$ cat src/rtl/rxaf_pkg.sv
package rxaf_pkg;

    localparam int ADDR_BYTES = 6;
    localparam int ADDR_W     = ADDR_BYTES * 8;
    localparam int HASH_BITS  = 6;
    localparam int HASH_SIZE  = 1 << HASH_BITS;
    localparam int CRC_W      = 32;
    localparam int CNT_W      = $clog2(ADDR_BYTES + 1);
    localparam logic [CRC_W-1:0] CRC_POLY = 32'h04C11DB7;
    localparam logic [CRC_W-1:0] CRC_INIT = '1;

    typedef enum logic [2:0] {
        RSN_REJECT  = 3'd0,
        RSN_PROMISC = 3'd1,
        RSN_BCAST   = 3'd2,
        RSN_EXACT   = 3'd3,
        RSN_UHASH   = 3'd4,
        RSN_MHASH   = 3'd5
    } rsn_e;

    typedef struct packed {
        logic [ADDR_W-1:0]    station;
        logic                 bcast_reject;
        logic                 promisc;
        logic [HASH_SIZE-1:0] uc_hash;
        logic [HASH_SIZE-1:0] mc_hash;
    } filt_cfg_t;

    typedef struct packed {
        logic valid;
        logic accept;
        rsn_e reason;
    } filt_dec_t;

    // One byte of the serial CRC, data bit 0 enters first.
    function automatic logic [CRC_W-1:0] crc_step(input logic [CRC_W-1:0] c,
                                                  input logic [7:0] d);
        logic [CRC_W-1:0] r;
        logic fb;
        r = c;
        for (int i = 0; i < 8; i++) begin
            fb = r[CRC_W-1] ^ d[i];
            r  = {r[CRC_W-2:0], 1'b0};
            if (fb) r = r ^ CRC_POLY;
        end
        return r;
    endfunction

endpackage

$ cat src/rtl/rxaf_collect.sv
module rxaf_collect
    import rxaf_pkg::*;
(
    input  logic                 clk,
    input  logic                 rst,
    input  logic                 in_valid,
    input  logic                 in_sof,
    input  logic [7:0]           in_byte,
    output logic [ADDR_W-1:0]    addr,
    output logic [HASH_BITS-1:0] hidx,
    output logic                 done
);
    logic [CNT_W-1:0] cnt;
    logic             armed;
    logic [CRC_W-1:0] crc;
    logic             take_sof;
    logic             take_more;

    assign take_sof  = in_valid && in_sof;
    assign take_more = in_valid && !in_sof && armed && (cnt < CNT_W'(ADDR_BYTES));

    always_ff @(posedge clk) begin
        if (rst) begin
            cnt   <= '0;
            armed <= 1'b0;
            crc   <= CRC_INIT;
            done  <= 1'b0;
        end else begin
            done <= 1'b0;
            if (take_sof) begin
                cnt   <= CNT_W'(1);
                armed <= 1'b1;
                crc   <= crc_step(CRC_INIT, in_byte);
            end else if (take_more) begin
                cnt <= cnt + CNT_W'(1);
                crc <= crc_step(crc, in_byte);
                if (cnt == CNT_W'(ADDR_BYTES - 1)) done <= 1'b1;
            end
        end
    end

    for (genvar g = 0; g < ADDR_BYTES; g++) begin : g_lane
        always_ff @(posedge clk) begin
            if (rst) begin
                addr[8*g +: 8] <= '0;
            end else if ((take_sof && g == 0) ||
                         (take_more && cnt == CNT_W'(g))) begin
                addr[8*g +: 8] <= in_byte;
            end
        end
    end

    assign hidx = crc[CRC_W-1 -: HASH_BITS];

    assert_cnt_bound_R8: assert property (@(posedge clk) disable iff (rst)
        cnt <= CNT_W'(ADDR_BYTES));
    assert_done_pulse_R2: assert property (@(posedge clk) disable iff (rst)
        done |=> !done);
    assert_sof_no_done_R8: assert property (@(posedge clk) disable iff (rst)
        take_sof |=> !done);
    assert_idle_no_done_R10: assert property (@(posedge clk) disable iff (rst)
        !in_valid |=> !done);
endmodule

$ cat src/rtl/rxaf_cfg_snap.sv
module rxaf_cfg_snap
    import rxaf_pkg::*;
(
    input  logic      clk,
    input  logic      rst,
    input  logic      capture,
    input  filt_cfg_t cfg_in,
    output filt_cfg_t cfg_q
);
    always_ff @(posedge clk) begin
        if (rst)          cfg_q <= '0;
        else if (capture) cfg_q <= cfg_in;
    end

    assert_cfg_hold_R9: assert property (@(posedge clk) disable iff (rst)
        !capture |=> $stable(cfg_q));
endmodule

$ cat src/rtl/rxaf_decide.sv
module rxaf_decide
    import rxaf_pkg::*;
(
    input  logic [ADDR_W-1:0]    addr,
    input  logic [HASH_BITS-1:0] hidx,
    input  logic                 done,
    input  filt_cfg_t            cfg,
    output filt_dec_t            dec
);
    logic is_bcast;
    logic is_mcast;
    rsn_e rsn;

    assign is_bcast = &addr;
    assign is_mcast = addr[0];

    always_comb begin
        if (cfg.promisc)            rsn = RSN_PROMISC;
        else if (is_bcast)          rsn = cfg.bcast_reject ? RSN_REJECT : RSN_BCAST;
        else if (is_mcast)          rsn = cfg.mc_hash[hidx] ? RSN_MHASH : RSN_REJECT;
        else if (addr == cfg.station) rsn = RSN_EXACT;
        else if (cfg.uc_hash[hidx]) rsn = RSN_UHASH;
        else                        rsn = RSN_REJECT;
    end

    always_comb begin
        dec.valid  = done;
        dec.reason = done ? rsn : RSN_REJECT;
        dec.accept = done && (rsn != RSN_REJECT);
    end

    always_comb begin
        if (done && is_mcast && !cfg.promisc)
            assert_mc_path_R7: assert (rsn != RSN_EXACT && rsn != RSN_UHASH);
    end
endmodule

$ cat src/rtl/rxaf_top.sv
module rxaf_top
    import rxaf_pkg::*;
(
    input  logic        clk,
    input  logic        rst,
    input  logic        in_valid,
    input  logic        in_sof,
    input  logic [7:0]  in_byte,
    input  logic [47:0] station_addr,
    input  logic        bcast_reject,
    input  logic        promisc,
    input  logic [63:0] uc_hash,
    input  logic [63:0] mc_hash,
    output logic        dec_valid,
    output logic        dec_accept,
    output logic [2:0]  dec_reason
);
    filt_cfg_t            cfg_live;
    filt_cfg_t            cfg_snap;
    logic [ADDR_W-1:0]    addr;
    logic [HASH_BITS-1:0] hidx;
    logic                 done;
    filt_dec_t            dec;

    always_comb begin
        cfg_live.station      = station_addr;
        cfg_live.bcast_reject = bcast_reject;
        cfg_live.promisc      = promisc;
        cfg_live.uc_hash      = uc_hash;
        cfg_live.mc_hash      = mc_hash;
    end

    rxaf_collect u_collect (
        .clk      (clk),
        .rst      (rst),
        .in_valid (in_valid),
        .in_sof   (in_sof),
        .in_byte  (in_byte),
        .addr     (addr),
        .hidx     (hidx),
        .done     (done)
    );

    rxaf_cfg_snap u_snap (
        .clk     (clk),
        .rst     (rst),
        .capture (in_valid && in_sof),
        .cfg_in  (cfg_live),
        .cfg_q   (cfg_snap)
    );

    rxaf_decide u_decide (
        .addr (addr),
        .hidx (hidx),
        .done (done),
        .cfg  (cfg_snap),
        .dec  (dec)
    );

    assign dec_valid  = dec.valid;
    assign dec_accept = dec.accept;
    assign dec_reason = dec.reason;

    assert_idle_quiet_R1: assert property (@(posedge clk) disable iff (rst)
        !dec_valid |-> (!dec_accept && dec_reason == 3'd0));
    assert_accept_code_R11: assert property (@(posedge clk) disable iff (rst)
        dec_valid |-> (dec_accept == (dec_reason != 3'd0)));
    assert_promisc_R3: assert property (@(posedge clk) disable iff (rst)
        (dec_valid && cfg_snap.promisc) |-> dec_accept);
    assert_bcast_policy_R4: assert property (@(posedge clk) disable iff (rst)
        (dec_valid && !cfg_snap.promisc && (&addr)) |-> (dec_accept == !cfg_snap.bcast_reject));
    assert_exact_R5: assert property (@(posedge clk) disable iff (rst)
        (dec_valid && !cfg_snap.promisc && !addr[0] && addr == cfg_snap.station)
            |-> dec_reason == 3'd3);
endmodule

$ cat config.mk
export PLATFORM = sky130hd
export DESIGN_NAME = rxaf_top
export DESIGN_NICKNAME = d
export VERILOG_FILES = /design/src/rtl/rxaf_pkg.sv /design/src/rtl/rxaf_collect.sv /design/src/rtl/rxaf_cfg_snap.sv /design/src/rtl/rxaf_decide.sv /design/src/rtl/rxaf_top.sv
export SDC_FILE = /design/constraint.sdc
export NUM_CORES = 1
export LEC_CHECK = 0
export CAP_MARGIN = 20
export CORE_AREA = 3 3 149 187
export DETAILED_ROUTE_END_ITERATION = 8
export DIE_AREA = 0 0 152 190
export DONT_BUFFER_PORTS = 1
export PLACE_DENSITY = 0.64
export RECOVER_POWER = 25
export SLEW_MARGIN = 5
export SYNTH_ARGS = -nofsm -noshare
export SYNTH_HDL_FRONTEND = slang
export SYNTH_HIERARCHICAL = 1
export SYNTH_SLANG_ARGS = --single-unit
$ cat constraint.sdc
create_clock -name clk -period 2.8 [get_ports clk]
set_input_delay 0.28 -clock clk [delete_from_list [all_inputs] [get_ports clk]]
set_output_delay 0.28 -clock clk [all_outputs]
set_load 0.02 [all_outputs]
==> flow_summary.yaml, run 1 <==
layout:
  final_core_util_pct: 62.06
  final_nets: 1674
  drive_gt1_share_pct: 11.20
  area_growth_pct: 24.85
  seq_area_um2: 5284
  fill_cells: 2129
  multi_input_area_um2: 7119
sta:
  fin_tns_setup_ns: -2.829
  skew_ns: 0.01099
  hold_viol_final: 0
  setup_viol: 30
  worstMarginPinSlew_ns: 2.258
  period_needed_ns: 3.128
  final.period_utilization_pct: 111.7
  relSlewSlack_pct: -50.56
  grt_setup_unrepaired: "yes"
  worst_slack_ns: -0.3279
  clock.fmax_mhz: 319.7
  slew_viol_final: 70
setup_path:
  crit_type: "flip-flop to primary output"
  crit_path_start_kind: "flip-flop"
  crit_fanout: 5
  required_ns: 2.52
  end_kind: "primary output"
  cp.arrival_ns: 2.85
synthesis:
  synth_top_family_by_area: "multiplexers"
  ys_async_sr_fraction_pct: 0
  ys_warn_count: 6
  synthCells: 1312
  ys_seq_area_share_pct: 40.59
  synthFlopType: "dfxtp_1"
  synth-compound-area-share_pct: 5.730
  synthXorXnorAreaFrac_pct: 12.48
  ys_types: 66
  synthAdderAreaFrac_pct: 0.4823
  synth_simple_gate_area_share_pct: 13.29
  synth-seq-cells: 263
  synthMuxAreaShare_pct: 22.16
  synth.avg_cell_area_um2: 9.887
  synth-edff-count: 0
  synth_nets: 1507
  syn-cell-area_um2: 12970
placed_design:
  gp_congestion: 0.8635
  dp_hpwl_um: 22760
  portBuffers: 0
routing:
  drtAntennaViolNets: 0
  wl_um: 36460
  viasPerCell: 5.484
  dr.pass1.iters: 5
  drc: 0
  wire_per_inst_um: 19.81
  drtIter0Drc: 682
  vias: 10100
clock_tree:
  h-tree-depth: 1
  cts_made_buffers: 28
  clk_path_buf_depth: 3
  insertion_delay_ns: 0.56
  cts_root_buffer: "clkbuf_16"
  cts_tree: "done"
  cts_sinks: 263
  path_clk_slew_ns: 0.06
run_status:
  status: "complete, but fails checks"
  failed_checks: "max-capacitance violations, max-slew violations, negative setup slack"
pwr:
  peakVddDrop_mv: 0.4838
  p_per_area_nw_per_um2: 642.0
  p_clk_share_pct: 36.8
  p_sw_share_pct: 27.80
  switching_power_mw: 2.891
  combPwrFrac_pct: 23.5
  internal_power_mw: 7.507
  p_leak_nw: 6.874
  seq_power_share_pct: 39.7
die:
  fp.dieW_um: 152
  die_area_um2: 28880
  core_region_area_um2: 26100
  initial_utilization_pct: 49.71
  ios: 195
  rows: 66
  die_y_um: 190
global_route:
  grt_start_max_net_pins: 145
  grt_pass1_wl_um: 57910
  grt-ovfl-total: 0
  grt.total_usage_pct: 24.50
  grt_pass1_vias: 10540
  antenna_found_initial: 1
hold_path:
  hp-class: "primary input to flip-flop"
run:
  cap_violations: 1
-- synthesized netlist by cell type (all sizes together) (3+ instances only) --
cell type	n	area, um^2
a31oi	3	18.77
o21ai	15	75.07
ha	5	62.56
dfxtp	263	5265
xnor2	78	732.0
buf	62	498.0
and2	5	31.28
nor2	233	874.6
nor2b	6	37.54
nand2b	3	18.77
o22ai	4	25.02
o31a	3	26.28
xor2	84	750.7
o211ai	18	135.1
a21oi	38	193.9
xnor3	6	136.4
mux4	26	611.8
nand4	16	100.1
nor4	17	106.4
a211oi	8	60.06
mux2i	217	2172
nand3	30	150.1
nand2	68	255.2
clkbuf	39	147.6
mux2	8	90.08
inv	10	37.54
nor3	15	80.08
-- power by group through the flow --
| stage | clock (mW) | combinational [mW] | sequential [mW] |
|---|---|---|---|
| after floorplan | 0 | 1.80 | 4.13 |
| after global placement | 0 | 2.03 | 4.20 |
| after detailed placement | 0 | 2.06 | 4.20 |
| after CTS | 3.89 | 2.39 | 4.12 |
| after global routing | 4.05 | 2.64 | 4.15 |
| final | 3.83 | 2.44 | 4.13 |
-- cell type report --
class / instances / share of cell area [%]
Inverter: 10 / 0.2472
Timing Repair Buffer: 238 / 14.55
Clock buffer: 40 / 4.976
Sequential cell: 263 / 32.63
Clock inverter: 11 / 0.9967
Tap cell: 340 / 2.627
Antenna cell: 1 / 0.01545
Multi-Input combinational cell: 938 / 43.96
-- metal layers --
metal / wire [um] / part of all wire, % / up-vias / global-route usage [%]
met1: 14960 / 41 / 4803 / 30.92
li1: - / - / 4858 / -
met5: 0 / 0 / - / 0
met2: 17850 / 49 / 356 / 42.27
met4: 1194 / 3.3 / 0 / 8.129
met3: 2458 / 6.7 / 79 / 4.778
-- path summary, 6_finish.rpt --
kind / start / end / slack, ns / cells after the start
hold / removal: in_byte[3] / u_collect/crc[30]$_SDFFE_PP1P_ / 0.04 / 3
setup reg to reg: u_collect/cnt[2]$_SDFFE_PP0P_ / u_collect/addr[8]$_SDFFE_PP0P_ / 0.20 / 9
setup / recovery: u_collect/crc[27]$_SDFFE_PP1P_ / dec_accept / -0.33 / 7
hold reg to reg: u_collect/addr[21]$_SDFFE_PP0P_ / u_collect/addr[21]$_SDFFE_PP0P_ / 0.48 / 2
-- logic make-up after synthesis --
logic type,after synthesis
simple gates,402
flops,263
mux,251
xor+xnor,168
compound gates,112
buf+inv,111
fa+ha+maj,5
-- cells in the final DEF (no fill, tap or decap), types with 3 or more instances in the layout --
cell,synthesis,final
a211oi_1,8,8
a21oi_1,37,37
a31oi_1,3,3
and2_1,5,4
buf_12,1,5
buf_4,17,34
bufinv_16,0,3
clkbuf_1,38,7
clkbuf_16,0,28
clkbuf_8,0,6
clkinv_2,0,6
dfxtp_1,263,252
dfxtp_2,0,9
dlygate4sd3_1,0,192
ha_1,5,5
inv_1,10,8
mux2_2,6,6
mux2i_1,217,215
mux4_2,19,26
nand2_1,68,68
nand2b_1,3,3
nand3_1,30,30
nand4_1,16,16
nor2_1,233,232
nor2b_1,6,6
nor3_1,14,14
nor4_1,17,11
nor4_2,0,5
o211ai_1,18,18
o21ai_0,11,10
o21ai_1,4,3
o31a_1,3,3
xnor2_1,73,73
xnor2_2,4,4
xnor3_1,5,5
xor2_1,82,81
xor2_2,2,3
-- flip-flops by register name, summed over array words and instances (netlist names) --
| name | flops |
|---|---|
| u_collect/addr | 48 |
| u_snap/cfg_q | 178 |
| u_collect/done | 1 |
| u_collect/cnt | 3 |
| u_collect/crc | 32 |
| u_collect/armed | 1 |
-- metrics by stage --
stage	instances	total power [mW]	hold slack (ns)	setup WS [ns]	area [um^2]
global route	1841	10.83	0.06737	-0.4221	16190
CTS	1837	10.41	0.01759	-0.3764	16160
finish	1841	10.40	0.03889	-0.3279	16190
detailed placement	1587	6.263	0.3826	0.1012	13110
global placement	1587	6.231	0.3904	0.1526	13110
floorplan	1312	5.935	0.4268	0.2205	12970
-- repair_timing --
action / 4_1_cts / 5_1_grt
endpoints found under the setup margin: 4 / 5
hold buffers: 193 / 0
setup buffers: 5 / 5
resized for setup: 22 / 26
endpoints found under the hold margin: 250 / 0
cloned: 1 / 0
pin swaps: 8 / 18
-- critical path, stage by stage (launching register included) --
cell and delay, ns:
dfxtp_4 0.41, buf_12 0.13, mux4_2 0.51, mux2i_2 0.24, nor3_1 0.07, or4_1 0.52
nand4b_1 0.15, o211ai_1 0.26
Power figures use the tool's default switching activity.
==> run 2: changes to the inputs <==
Settings changed: GPL_TIMING_DRIVEN from default to 0.
==> flow_summary.yaml, run 2 (same netlist as run 1, synthesis figures left out) <==
clock_tree:
  path_clk_slew_ns: 0.06
  cts_made_buffers: 28
  insertion_delay_ns: 0.55
  cts_sinks: 263
  h-tree-depth: 1
  cts_tree: "done"
  cts_root_buffer: "clkbuf_16"
  clk_path_buf_depth: 3
routing:
  dr.pass1.iters: 5
  wire_per_inst_um: 21.06
  wl_um: 39760
  viasPerCell: 5.541
  drtIter0Drc: 709
  drc: 0
  vias: 10460
  drtAntennaViolNets: 0
placed_design:
  dp_slack_ns: -0.4172
  dp_hpwl_um: 27190
  place_area_um2: 13400
  gp_congestion: 0.9338
  portBuffers: 0
layout:
  drive_gt1_share_pct: 10.92
  seq_area_um2: 5269
  regMostFlops: "u_snap/cfg_q"
  area_growth_pct: 26.02
  stdcell_area_um2: 16350
  largest_register_ffs: 178
  final_nets: 1724
  largestRegisters: "u_snap/cfg_q: 178 flops, u_collect/addr: 48 flops, u_collect/crc: 32 flops"
  mostFrequentLayoutCell: "dfxtp_1"
  final_cell_mix: "260 x dfxtp_1, 233 x nor2_1, 213 x mux2i_1"
  antenna_cells: 0
  fill_cells: 2111
  multi_input_area_um2: 7129
global_route:
  grt_pass1_wl_um: 61870
  grt-ovfl-total: 0
  grt.total_usage_pct: 26.69
  grt_start_max_net_pins: 15
  antenna_found_initial: 2
  grt_pass1_vias: 11030
pwr:
  p_leak_nw: 6.736
  peakVddDrop_mv: 0.3480
  p_per_area_nw_per_um2: 641.6
sta:
  hold_viol_final: 0
  worstMarginPinSlew_ns: 1.012
  skew_ns: 0.03191
  relSlewSlack_pct: 32.05
  slew_viol_final: 0
  grt_setup_unrepaired: "yes"
  setup_viol: 4
  worst_slack_ns: -0.4954
  clock.fmax_mhz: 303.5
  fin_tns_setup_ns: -1.336
  final.period_utilization_pct: 117.7
  period_needed_ns: 3.295
die:
  initial_utilization_pct: 49.71
  die_area_um2: 28880
  die_y_um: 190
  fp.dieW_um: 152
  ios: 195
  core_region_area_um2: 26100
  rows: 66
setup_path:
  crit_type: "flip-flop to primary output"
  end_kind: "primary output"
  crit_path_start_kind: "flip-flop"
  crit_fanout: 10
  cp.arrival_ns: 3.02
  required_ns: 2.52
hold_path:
  hp-class: "primary input to flip-flop"
run_status:
  status: "complete, but fails checks"
  failed_checks: "negative setup slack"
run:
  cap_violations: 0
## run 2: routing by layer
| layer | vias up | wire length, um | GRT usage, % | share of wire (%) |
|---|---|---|---|---|
| met2 | 367 | 20100 | 47.54 | 51 |
| met3 | 80 | 2506 | 4.869 | 6.3 |
| met5 | - | 14 | 0 | 0.035 |
| met4 | 4 | 1190 | 9.581 | 3.0 |
| li1 | 4953 | - | - | - |
| met1 | 5058 | 15940 | 32.33 | 40 |
## run 2: final timing paths
| check | start | to | slack, ns | cells after the start |
|---|---|---|---|---|
| worst min-delay path | in_byte[1] | u_collect/addr[17]$_SDFFE_PP0P_ | 0.11 | 3 |
| worst max register to register | u_collect/cnt[2]$_SDFFE_PP0P_ | u_collect/addr[37]$_SDFFE_PP0P_ | 0.25 | 6 |
| worst max-delay path | u_collect/crc[27]$_SDFFE_PP1P_ | dec_accept | -0.50 | 9 |
| worst min register to register | u_collect/addr[21]$_SDFFE_PP0P_ | u_collect/addr[21]$_SDFFE_PP0P_ | 0.49 | 2 |
## run 2: through the flow
| step | hold slack [ns] | power, mW | cells | utilization [%] |
|---|---|---|---|---|
| 5_1_grt | 0.1081 | 10.90 | 1888 | 62.64 |
| 3_5_place_dp | 0.4356 | 6.419 | 1652 | 51.34 |
| 6_report | 0.1141 | 10.49 | 1888 | 62.64 |
| 4_1_cts | 0.08835 | 10.49 | 1888 | 62.69 |
| 2_1_floorplan | 0.4268 | 5.935 | 1312 | - |
| 3_3_place_gp | 0.4275 | 6.395 | 1652 | 51.34 |
## run 2: worst max-delay path, stage by stage (launching register included)
cell       delay, ns
dfxtp_2         0.36
buf_8           0.14
buf_4           0.13
buf_12          0.15
mux4_2          0.50
mux4_2          0.53
a2bb2oi_2       0.13
nand4_1         0.14
nand4b_1        0.16
o211ai_1        0.24
## run 2: final cells by class
type	instances	share of cell area (%)
multi-input combinational	938	43.61
inverter	10	0.2449
clock inverter	9	0.6889
timing repair buffer	188	11.62
clock buffer	40	5.052
buffer	100	3.949
tap	340	2.602
sequential	263	32.23
## run 2: where the power goes
group          switching [mW]  internal (mW)
sequential              0.151           3.96
clock                    1.52           2.23
combinational            1.35           1.28
## run 2: repair_timing
item	in CTS	in global routing
setup endpoints to repair	4	4
hold buffers	179	0
buffers inserted	8	0
cloned	1	0
hold endpoints to repair	180	0
resized for setup	41	8
pin swaps	11	5
==> run 3: changes to the inputs <==
Settings changed: REMOVE_ABC_BUFFERS from default to 1, TNS_END_PERCENT from default to 30.
==> flow_summary.yaml, run 3 (same netlist as run 1, synthesis figures left out) <==
run_status:
  status: "complete, but fails checks"
  failed_checks: "max-capacitance violations, max-slew violations, negative setup slack"
die:
  die_area_um2: 28880
  ios: 195
  initial_utilization_pct: 49.71
  fp.dieW_um: 152
  rows: 66
  core_region_area_um2: 26100
  die_y_um: 190
layout:
  instances_no_fill: 1824
  final_core_util_pct: 62.35
  antenna_cells: 0
  largest_register_ffs: 178
  fill_cells: 2112
  drive_gt1_share_pct: 9.501
  regMostFlops: "u_snap/cfg_q"
  mostFrequentLayoutCell: "dfxtp_1"
  final_nets: 1657
  multi_input_area_um2: 7161
  seq_area_um2: 5278
  largestRegisters: "u_snap/cfg_q: 178 flops, u_collect/addr: 48 flops, u_collect/crc: 32 flops"
  area_growth_pct: 25.44
  final_cell_mix: "259 x dfxtp_1, 231 x nor2_1, 214 x mux2i_1"
sta:
  hold_ws_ns: 0.04816
  skew_ns: 0.01902
  final.period_utilization_pct: 118.8
  worstMarginPinSlew_ns: 1.689
  relSlewSlack_pct: -12.63
  fin_tns_setup_ns: -11.95
  worst_slack_ns: -0.5269
  slew_viol_final: 51
  grt_setup_unrepaired: "yes"
  period_needed_ns: 3.327
  hold_viol_final: 0
  setup_viol: 68
  clock.fmax_mhz: 300.6
clock_tree:
  clk_path_buf_depth: 3
  cts_sinks: 263
  cts_made_buffers: 28
  cts_root_buffer: "clkbuf_16"
  h-tree-depth: 1
  cts_tree: "done"
  insertion_delay_ns: 0.56
  path_clk_slew_ns: 0.07
run:
  cap_violations: 1
placed_design:
  placed_cells: 1559
  gp_congestion: 0.8598
  portBuffers: 0
  dp_hpwl_um: 21360
setup_path:
  end_kind: "primary output"
  r2r-start: "u_collect/cnt[2]$_SDFFE_PP0P_"
  crit_path_start_kind: "flip-flop"
  required_ns: 2.52
  crit_fanout: 8
  crit_start: "u_collect/crc[27]$_SDFFE_PP1P_"
  crit_type: "flip-flop to primary output"
  cp.arrival_ns: 3.05
routing:
  viasPerCell: 5.504
  wire_per_inst_um: 20.00
  drc: 0
  wl_um: 36490
  vias: 10040
  dr.pass1.iters: 5
  drtAntennaViolNets: 0
  drtIter0Drc: 657
global_route:
  grt_pass1_wl_um: 57520
  grt-ovfl-total: 0
  grt_pass1_vias: 10330
  grt_start_max_net_pins: 146
  grt.total_usage_pct: 24.44
  antenna_found_initial: 0
pwr:
  peakVddDrop_mv: 0.6398
  p_leak_nw: 6.910
  p_per_area_nw_per_um2: 648.7
hold_path:
  hold_start: "in_byte[5]"
  hp-class: "primary input to flip-flop"
[run 3: changes by cell type in the layout (fill, tap and decap cells not counted), moves of 3 or more]
| cell | before | now |
|---|---|---|
| buf_8 | 12 | 0 |
| clkbuf_1 | 47 | 4 |
| buf_6 | 6 | 2 |
| buf_2 | 25 | 0 |
| mux2i_4 | 3 | 0 |
| buf_1 | 4 | 0 |
| buf_16 | 1 | 6 |
| dlygate4sd3_1 | 179 | 194 |
| dfxtp_4 | 0 | 3 |
[run 3: report_power, final]
part / leakage, nW / internal, mW / switching (mW)
Clock: 0.492 / 2.40 / 1.59
Combinational: 4.27 / 1.26 / 1.13
Sequential: 2.15 / 3.96 / 0.222
Total: 6.91 / 7.62 / 2.94
[run 3: path summary, 6_finish.rpt]
path / slack, ns / endpoint / cells after the start
setup / recovery: -0.53 / dec_accept / 7
hold / removal: 0.05 / u_collect/crc[28]$_SDFFE_PP1P_ / 3
setup reg to reg: 0.19 / u_collect/addr[1]$_SDFFE_PP0P_ / 7
hold reg to reg: 0.49 / u_collect/addr[22]$_SDFFE_PP0P_ / 2
[run 3: critical path: stages (launching register included)]
cell	delay [ns]
dfxtp_4	0.48
buf_12	0.17
mux4_2	0.52
mux4_2	0.51
a2bb2oi_2	0.13
nand4_1	0.16
nand4b_1	0.19
o211ai_1	0.32
[run 3: layout make-up]
cell class	count	area share [%]
Tap cell	340	2.615
Clock buffer	39	4.991
Inverter	10	0.2307
Multi-Input combinational cell	938	44.01
Sequential cell	263	32.44
Clock inverter	13	1.200
Timing Repair Buffer	221	14.52
[run 3: what timing repair did]
item | CTS | global route
setup endpoints to repair | 24 | 22
gates resized for setup | 21 | 13
endpoints found under the hold margin | 250 | 0
setup buffers | 9 | 7
gates cloned | 1 | 1
pin swaps | 8 | 6
hold buffers | 195 | 0
[run 3: per-stage QoR]
| stage | setup WS (ns) | cell area [um^2] | total power, mW |
|---|---|---|---|
| 2_1_floorplan | -3.904 | 12330 | 5.858 |
| 3_3_place_gp | -5.768 | 12750 | 6.240 |
| 6_report | -0.5269 | 16270 | 10.56 |
| 5_1_grt | -0.6094 | 16270 | 10.98 |
| 3_5_place_dp | -0.4919 | 12960 | 6.160 |
| 4_1_cts | -0.5255 | 16180 | 10.52 |
[run 3: routing by layer]
metal  track usage [%]  part of all wire [%]  vias to the layer above
met5                 0                     0                        -
met4             6.503                   2.5                        0
met3             6.280                   7.6                       75
met2             42.64                    49                      323
met1             30.16                    41                     4819
li1                  -                     -                     4822
